File: config.mk
export PLATFORM = sky130hd
export DESIGN_NAME = rx_ring_writer
export DESIGN_NICKNAME = d
export VERILOG_FILES = /design/src/rtl/rx_ring_writer.sv
export SDC_FILE = /design/constraint.sdc
export NUM_CORES = 1
export LEC_CHECK = 0
export BUFFER_PORTS_ARGS = -buffer_cell sky130_fd_sc_hd__buf_2
export CORE_MARGIN = 1.5
export CORE_UTILIZATION = 39
export CTS_BUF_LIST = sky130_fd_sc_hd__clkbuf_2 sky130_fd_sc_hd__clkbuf_4 sky130_fd_sc_hd__clkbuf_8
export DETAILED_ROUTE_END_ITERATION = 6
export SYNTH_ARGS = -nofsm -noshare
export SYNTH_HDL_FRONTEND = slang
export SYNTH_SLANG_ARGS = --single-unit
File: constraint.sdc
create_clock -name clk -period 11.85 [get_ports clk]
set_clock_uncertainty 0.1 [all_clocks]
set_input_delay 2.37 -clock clk [delete_from_list [all_inputs] [get_ports clk]]
set_output_delay 2.37 -clock clk [all_outputs]
set_load 0.05 [all_outputs]
File: src/rtl/rx_ring_writer.sv
module rx_ring_writer #(
  parameter int ADDR_W    = 16,
  parameter int MAX_FRAME = 1518
) (
  input  logic              clk,
  input  logic              rst_n,
  input  logic [ADDR_W-1:0] cfg_start,
  input  logic [ADDR_W-1:0] cfg_last,
  input  logic [ADDR_W-1:0] out_ptr,
  input  logic              in_valid,
  input  logic [7:0]        in_data,
  input  logic              in_last,
  input  logic              in_err,
  output logic              mem_we,
  output logic [ADDR_W-3:0] mem_addr,
  output logic [31:0]       mem_wdata,
  output logic [ADDR_W-1:0] in_ptr,
  output logic              drop
);

  localparam int MAX_ENTRY = 4 + ((MAX_FRAME + 3) / 4) * 4;
  localparam int CNT_W     = $clog2(MAX_FRAME + 2);
  localparam int EW        = ADDR_W + 1;
  localparam logic [CNT_W-1:0] MAX_LEN  = CNT_W'(MAX_FRAME);
  localparam logic [EW-1:0]    ENTRY_SZ = EW'(MAX_ENTRY);

  typedef enum logic [1:0] {S_IDLE, S_RECV, S_SKIP, S_SIZE} st_t;

  st_t               st;
  logic [CNT_W-1:0]  cnt;
  logic [31:0]       lanes;
  logic [31:0]       wd;
  logic [1:0]        lane;
  logic [CNT_W-1:0]  n_next;
  logic [EW-1:0]     end_next;
  logic [EW-1:0]     end_done;
  logic [ADDR_W-1:0] data_addr;
  logic              need_wrap;
  logic              wrap_ok;
  logic              reject;

  function automatic logic [EW-1:0] span(input logic [CNT_W-1:0] n);
    return (EW'(n) + EW'(3)) & ~EW'(3);
  endfunction

  assign lane      = cnt[1:0];
  assign n_next    = cnt + CNT_W'(1);
  assign end_next  = EW'(in_ptr) + EW'(4) + span(n_next);
  assign end_done  = EW'(in_ptr) + EW'(4) + span(cnt);
  assign data_addr = in_ptr + ADDR_W'(4) + ADDR_W'({cnt[CNT_W-1:2], 2'b00});
  assign need_wrap = (EW'(cfg_last) - EW'(in_ptr)) < ENTRY_SZ;
  assign wrap_ok   = (out_ptr <= in_ptr) && (out_ptr != cfg_start);
  assign reject    = (n_next > MAX_LEN)
                   || ((out_ptr > in_ptr) && (end_next >= EW'(out_ptr)))
                   || ((st == S_IDLE) && need_wrap);

  always_comb begin
    wd = lanes;
    wd[{lane, 3'b000} +: 8] = in_data;
  end

  always_ff @(posedge clk) begin
    if (!rst_n) begin
      st        <= S_IDLE;
      cnt       <= '0;
      lanes     <= '0;
      in_ptr    <= cfg_start;
      mem_we    <= 1'b0;
      mem_addr  <= '0;
      mem_wdata <= '0;
      drop      <= 1'b0;
    end else begin
      mem_we <= 1'b0;
      drop   <= 1'b0;
      case (st)
        S_IDLE, S_RECV: begin
          if (in_valid) begin
            if (reject) begin
              cnt   <= '0;
              lanes <= '0;
              if (in_last) begin
                drop <= 1'b1;
                st   <= S_IDLE;
              end else begin
                st <= S_SKIP;
              end
            end else begin
              cnt <= (in_last && in_err) ? '0 : n_next;
              if (lane == 2'd3 || in_last) begin
                mem_we    <= 1'b1;
                mem_addr  <= data_addr[ADDR_W-1:2];
                mem_wdata <= wd;
                lanes     <= '0;
              end else begin
                lanes <= wd;
              end
              if (in_last) st <= in_err ? S_IDLE : S_SIZE;
              else         st <= S_RECV;
            end
          end else if (st == S_IDLE && need_wrap && wrap_ok) begin
            mem_we    <= 1'b1;
            mem_addr  <= in_ptr[ADDR_W-1:2];
            mem_wdata <= '0;
            in_ptr    <= cfg_start;
          end
        end
        S_SKIP: begin
          if (in_valid && in_last) begin
            drop <= 1'b1;
            st   <= S_IDLE;
          end
        end
        S_SIZE: begin
          mem_we    <= 1'b1;
          mem_addr  <= in_ptr[ADDR_W-1:2];
          mem_wdata <= 32'(cnt);
          in_ptr    <= end_done[ADDR_W-1:0];
          cnt       <= '0;
          st        <= S_IDLE;
        end
        default: st <= S_IDLE;
      endcase
    end
  end

  AST_PTR_ALIGNED: assert property (@(posedge clk) disable iff (!rst_n)
    in_ptr[1:0] == 2'b00);

  AST_PTR_MOVES_WITH_WRITE: assert property (@(posedge clk) disable iff (!rst_n)
    !$stable(in_ptr) |-> mem_we);

  AST_WRAP_WRITES_ZERO: assert property (@(posedge clk) disable iff (!rst_n)
    (!$stable(in_ptr) && in_ptr == cfg_start) |-> (mem_wdata == 32'h0));

  AST_NO_OVERRUN: assert property (@(posedge clk) disable iff (!rst_n)
    (!$stable(in_ptr) && $past(out_ptr) > $past(in_ptr)) |-> (in_ptr < $past(out_ptr)));

  AST_WRITE_IN_BUFFER: assert property (@(posedge clk) disable iff (!rst_n)
    mem_we |-> ({mem_addr, 2'b00} >= cfg_start && {mem_addr, 2'b00} <= cfg_last));

endmodule

==> Yosys cells after proc, flatten, opt, wreduce, memory -nomap -nowiden <==
Cells that the tools add are included.
{ "totals": {"input_bits": 61, "rom_bits": 0, "memories": 0, "reg_bits": 109, "latchBits": 0, "output_inout_bits": 64, "ram_bits": 0} }
{ "classes": {"add_sub_neg": 10, "mux": 38, "reduce_logical": 17, "shifts": 2, "mul": 0, "div": 0, "bitwise_logic": 0, "magnitude_cmp": 5, "eq_ne": 13} }
{ "ops": {"columns": ["cell", "count"], "rows": [
  ["$mux W32", 6],
  ["$pmux W32 S2", 1],
  ["$mux W14", 4],
  ["$mux W16", 3],
  ["$mux W11", 3],
  ["$bwmux W32", 1],
  ["$pmux W16 S2", 1],
  ["$shift A8 B7 Y32 const A", 1],
  ["$shiftx A8 B7 Y32", 1],
  ["$pmux W14 S2", 1],
  ["$add A11 B2 Y12 const B", 2],
  ["$pmux W11 S2", 1],
  ["$add A16 B3 Y17 const B", 1],
  ["$add A17 B12 Y17", 1],
  ["$ge A17 B16 Y1", 1],
  ["$lt A17 B11 Y1 const B", 1],
  ["$sub A16 B16 Y17", 1],
  ["$add A16 B11 Y16", 1],
  ["$add A16 B12 Y16", 1],
  ["$add A16 B3 Y16 const B", 1],
  ["$gt A16 B16 Y1", 1],
  ["$le A16 B16 Y1", 1],
  ["$ne A16 B16 Y1", 1],
  ["$ne A3 B3 Y1 const B", 5],
  ["other kinds (19)", 44]
]} }

==> Longest topological paths before layout <==
{ "logic_depth": {"word_depth": 10, "mapped_depth": 31, "ltp_nobuf": 28} }

==> Worst setup path after synthesis <==
No wires, ideal clock.
{ "synth_path": {"path_kind": "reg-to-reg", "from": "register cnt[0]", "to": "register st[1]", "required_ps": 11675, "arrival_time_ps": 5766, "setup_slack_ps": 5909, "path_buffers": 3, "stages_incl_launch_ff": 29, "path_cell_list": "dfxtp_1 > clkbuf_1 > inv_1 > ha_1 > clkbuf_1 > nand2_1 > or4_1 > o2bb2a_1 > xnor2_1 > ha_1 > inv_1 > o21bai_1 > a21oi_1 > o21bai_1 > a21oi_1 > nor2_1 > a2111oi_0 > nor2_1 > xnor2_1 > ha_1 > a21o_1 > a21oi_1 > o221ai_1 > o31ai_2 > nand2_1 > or2_1 > buf_2 > or4b_1 > a31oi_1"} }
{ "synth_via": {"elab_chain_len": 10, "elab_cells_between_ends": 11, "classes_between": "add/sub (3); order compare (2); mux (3); reduce/logical (3)"} }
{ "synth_rtl": {"columns": ["item", "line_no", "source"], "rows": [
  ["start, declared", "30", "logic [CNT_W-1:0] cnt;"],
  ["start signal, assigned", "88", "cnt <= (in_last && in_err) ? '0 : n_next;"],
  ["$add A11 B1 Y11 (*)", "47", "assign n_next = cnt + CNT_W'(1);"],
  ["$add A11 B2 Y12", "43", "return (EW'(n) + EW'(3)) & ~EW'(3);"],
  ["$add A17 B12 Y17", "48", "assign end_next = EW'(in_ptr) + EW'(4) + span(n_next);"],
  ["$ge A17 B16 Y1", "54", "|| ((out_ptr > in_ptr) && (end_next >= EW'(out_ptr)))"],
  ["$logic_and A1 B1 Y1", "54", null],
  ["$logic_or A1 B1 Y1 (*)", "54", null],
  ["$logic_or A1 B1 Y1 (*)", "55", "|| ((st == S_IDLE) && need_wrap);"],
  ["$mux W2 (*)", "78", "if (reject) begin"],
  ["$mux W2 (*)", "77", "if (in_valid) begin"],
  ["$pmux W2 S3 (*)", "75", "case (st)"],
  ["end signal, assigned", "97", "if (in_last) st <= in_err ? S_IDLE : S_SIZE;"],
  ["end, declared", "29", "st_t st;"]
]} }
Every way passes the cells marked *; elsewhere a longest branch is shown, timed or not. The select of a mux whose other input is x is not followed.
A chain may end at the register's enable or synchronous reset.

==> Worst setup path in the final report <==
{ "layout_path": {"from": "register cnt[0]", "to": "register mem_wdata[9]"} }
{ "layout_via": {"elab_chain_len": 9, "elab_cells_between_ends": 21, "classes_between": "add/sub (4); order compare (2); eq/ne (3); shift (2); mux (5); reduce/logical (5)"} }
{ "layout_rtl": {"columns": ["item", "line_no", "source"], "rows": [
  ["$add A11 B1 Y11", "47", null],
  ["$add A11 B2 Y12", "43", null],
  ["$add A17 B12 Y17", "48", null],
  ["$ge A17 B16 Y1", "54", null],
  ["$logic_and A1 B1 Y1", "54", null],
  ["$logic_or A1 B1 Y1", "54", null],
  ["$logic_or A1 B1 Y1", "55", null],
  ["$ne A3 B3 Y1 (no line)", null, null],
  ["$reduce_and A4 Y1 (no line)", null, null],
  ["end signal, assigned", "92", "mem_wdata <= wd;"],
  ["end signal, assigned", "116", "mem_wdata <= 32'(cnt);"],
  ["end, declared", "16", "output logic [31:0] mem_wdata,"]
]} }
Several ways; a longest one is shown, not always the timed one. The select of a mux whose other input is x is not followed.

==> results.toml <==
[setup_path]
slowest_delay_ns = 0.65
rr_worst_depth = 27
worst-path-buf-inv = 3
cp_data_required_time_ns = 12.04
cpMaxStageDelayCell = "nand2_1"
crit_arrival_ns = 7.44
reg2reg_from = "cnt[0]"
r2r_end = "mem_wdata[9]"
crit_path_frequent_cell = "nor2_1"
r2r_setup_slack_ns = 4.60
cp.depth = 27
start_kind = "flop"
critPathTopFamily = "compound AO/OA/AOI/OAI gates"
endpoint_kind = "flop"
crit_type = "reg2reg"
critPathMaxFanout = 27

[clock_network]
clockRootBuffer = "clkbuf_8"
insertion_delay_ns = 0.40
holdBufCountCts = 0
htreeDepth = 3
cts_setup_buffers = 0
cts-resized-gates = 0
cts_sinks = 109
cts_buffers = 9
clockBufferDepth = 2
clkTransAtPathRegs_ns = 0.12
tritoncts = "built"

[min_path]
hold_start = "lanes[8]"
hold_path_end = "lanes[8]"
hp-class = "reg2reg"
hold_depth = 2

[timing]
drv_slew = 0
relSlewSlack = 0.334
setup_viol = 0
finalHoldViolCount = 0
fmax_mhz = 138
fin_crit_ns = 7.25
finalCritPeriodShare = 0.612
tightest_slew_ns = 0.997
rsz0062_at_grt = "no"
setup_tns_ns = 0

[yosys]
ys_types = 77
syn_area_um2 = 8920
syn_inst = 1117
synth-edff-count = 16
synth_area_leaders = "dfxtp_1 21%, ha_1 13%, xnor2_1 6.7%"
avgSynthCellArea_um2 = 7.98
async_reset_ff_frac = 0
seq_area_frac_synth = 0.263
syn_nets = 1274
synth_top_area_share = 0.209
ys_ff_latch = 109
yosysTopAreaCell = "dfxtp_1"
ys.flop_type = "dfxtp_1"
ys_warn_count = 0

[global_route]
grt_pass1_wl_mm = 43.3
grt_pass1_vias = 8132
grt-ovfl-total = 0
antenna_found_initial = 0
grtUsageTotal = 0.228
grt_start_max_net_pins = 72

[detailed_routing]
wl_mm = 27.0
wl_per_cell_um = 18.2
detail-route-antenna-nets = 0
drt-initial-drc-count = 550
drc = 0
viasPerCell = 5.64
vias = 8388
drtPass1Iterations = 5

[cells_and_area]
areaGrowthSynthToFinish_pct = 11.1
diodes = 0
nets = 1354
final_common_cell = "buf_2"
stdcell_count = 1487
final_cell_mix = "124 x buf_2, 95 x a21oi_1, 94 x nor2_1"
drive_above_1_share = 0.153

[floorplan]
fp.dieW_um = 154
fp.coreArea_um2 = 22500
ios = 125
fp.dieH_um = 154
die_area_um2 = 23800
initial_utilization = 0.396
num_rows = 55

[pwr]
power_leakage_nw = 4.29
peakVddDrop_mv = 0.0568
power_density_nw_per_um2 = 97.6

[flow_run]
maxCapViolations = 0

[placed_design]
port_buffers = 124
hpwlAfterDp_mm = 20.5
dp.cells = 1471
gp_congestion = 0.899

[run_status]
status = "completed"
-- worst reg2reg max path, cell delays in order (launching register included) --
cell and delay, ns:
dfxtp_1 0.61, ha_1 0.44, inv_1 0.35, nor2_1 0.28, nor2_1 0.11, o21ai_0 0.16, nand2_1 0.07, o2bb2a_1 0.33
xnor2_1 0.16, ha_1 0.29, inv_1 0.09, o21bai_1 0.08, a21oi_1 0.22, o21bai_1 0.09, a21oi_1 0.27, nor2_1 0.08
a2111oi_0 0.60, nor2_1 0.13, xnor2_1 0.15, ha_1 0.30, nand3_1 0.09, a211oi_1 0.24, o31ai_2 0.12, and4_1 0.19
mux2i_2 0.15, buf_4 0.32, nand2_1 0.65, o211a_1 0.48
-- state kept, by name, summed over array words and instances, names as in the netlist --
signal	flops
drop	1
cnt	11
st	2
mem_we	1
lanes	32
in_ptr	16
mem_addr	14
mem_wdata	32
-- power by group --
group | switching, mW | internal, mW
Clock | 0.157 | 0.107
Combinational | 0.193 | 0.0999
Sequential | 0.0189 | 0.391
Total | 0.369 | 0.597
-- synth_stat cells (5+ instances only) --
master,instances
a21oi_1,95
nor2_1,94
dfxtp_1,93
ha_1,93
nand2_1,87
inv_1,77
xnor2_1,68
nand3_1,60
o21ai_0,55
clkbuf_1,41
nor3_1,33
a22oi_1,27
xor2_1,20
a21o_1,16
a22o_1,16
edfxtp_1,16
nand4_1,16
o22ai_1,16
nor2b_1,13
o211a_1,13
a211oi_2,10
and2_1,9
buf_2,9
nor4_1,9
a31oi_1,8
buf_1,7
o211ai_1,7
o21a_1,6
o21bai_1,6
and3_1,5
buf_6,5
o2bb2ai_1,5
or3_1,5
-- worst max-delay path by stage --
stage | start | end | slack, ns
after floorplan | cnt[0] | st[1] | 5.91
after global placement | cnt[0] | mem_wdata[2] | 4.88
after detailed placement | cnt[0] | mem_wdata[7] | 4.67
after CTS | cnt[0] | mem_wdata[1] | 4.64
after global routing | cnt[0] | mem_wdata[6] | 3.73
final | cnt[0] | mem_wdata[9] | 4.60
-- cells by family (layout without fill, tap and decap cells) --
| logic type | count (synthesis) | count (layout) | synth area share |
|---|---|---|---|
| mux | 3 | 3 | 0.00407 |
| fa+ha+maj | 96 | 96 | 0.137 |
| flops | 109 | 109 | 0.263 |
| simple gates | 359 | 359 | 0.197 |
| xor+xnor | 89 | 89 | 0.0883 |
| buf+inv | 141 | 226 | 0.0652 |
| compound gates | 320 | 320 | 0.245 |
-- routing by layer --
layer	part of all wire	wire (µm)	global-route usage
met5	0	0	0
met4	0.022	603	0.0758
met3	0.042	1150	0.0219
met2	0.47	12600	0.387
met1	0.47	12700	0.304
-- area by class of cell --
class	count	area, µm²
clock buffer	9	124
fill	2294	12600
tap	285	357
timing repair buffer	132	681
inverter	78	293
sequential	109	2340
clock inverter	7	103
multi-input combinational	867	6010
-- metrics by stage --
step	hold slack (ns)	cell area, µm²	utilization	setup WS (ns)	total power, mW
final	0.365	9900	0.440	4.60	0.966
after floorplan	0.329	8920	-	5.91	0.627
after global routing	0.379	9900	0.440	3.73	1.01
after global placement	0.342	9680	0.430	4.88	0.708
after CTS	0.364	9900	0.440	4.64	0.973
after detailed placement	0.346	9680	0.430	4.67	0.710
Note: power is estimated with default switching activity, not from simulation.
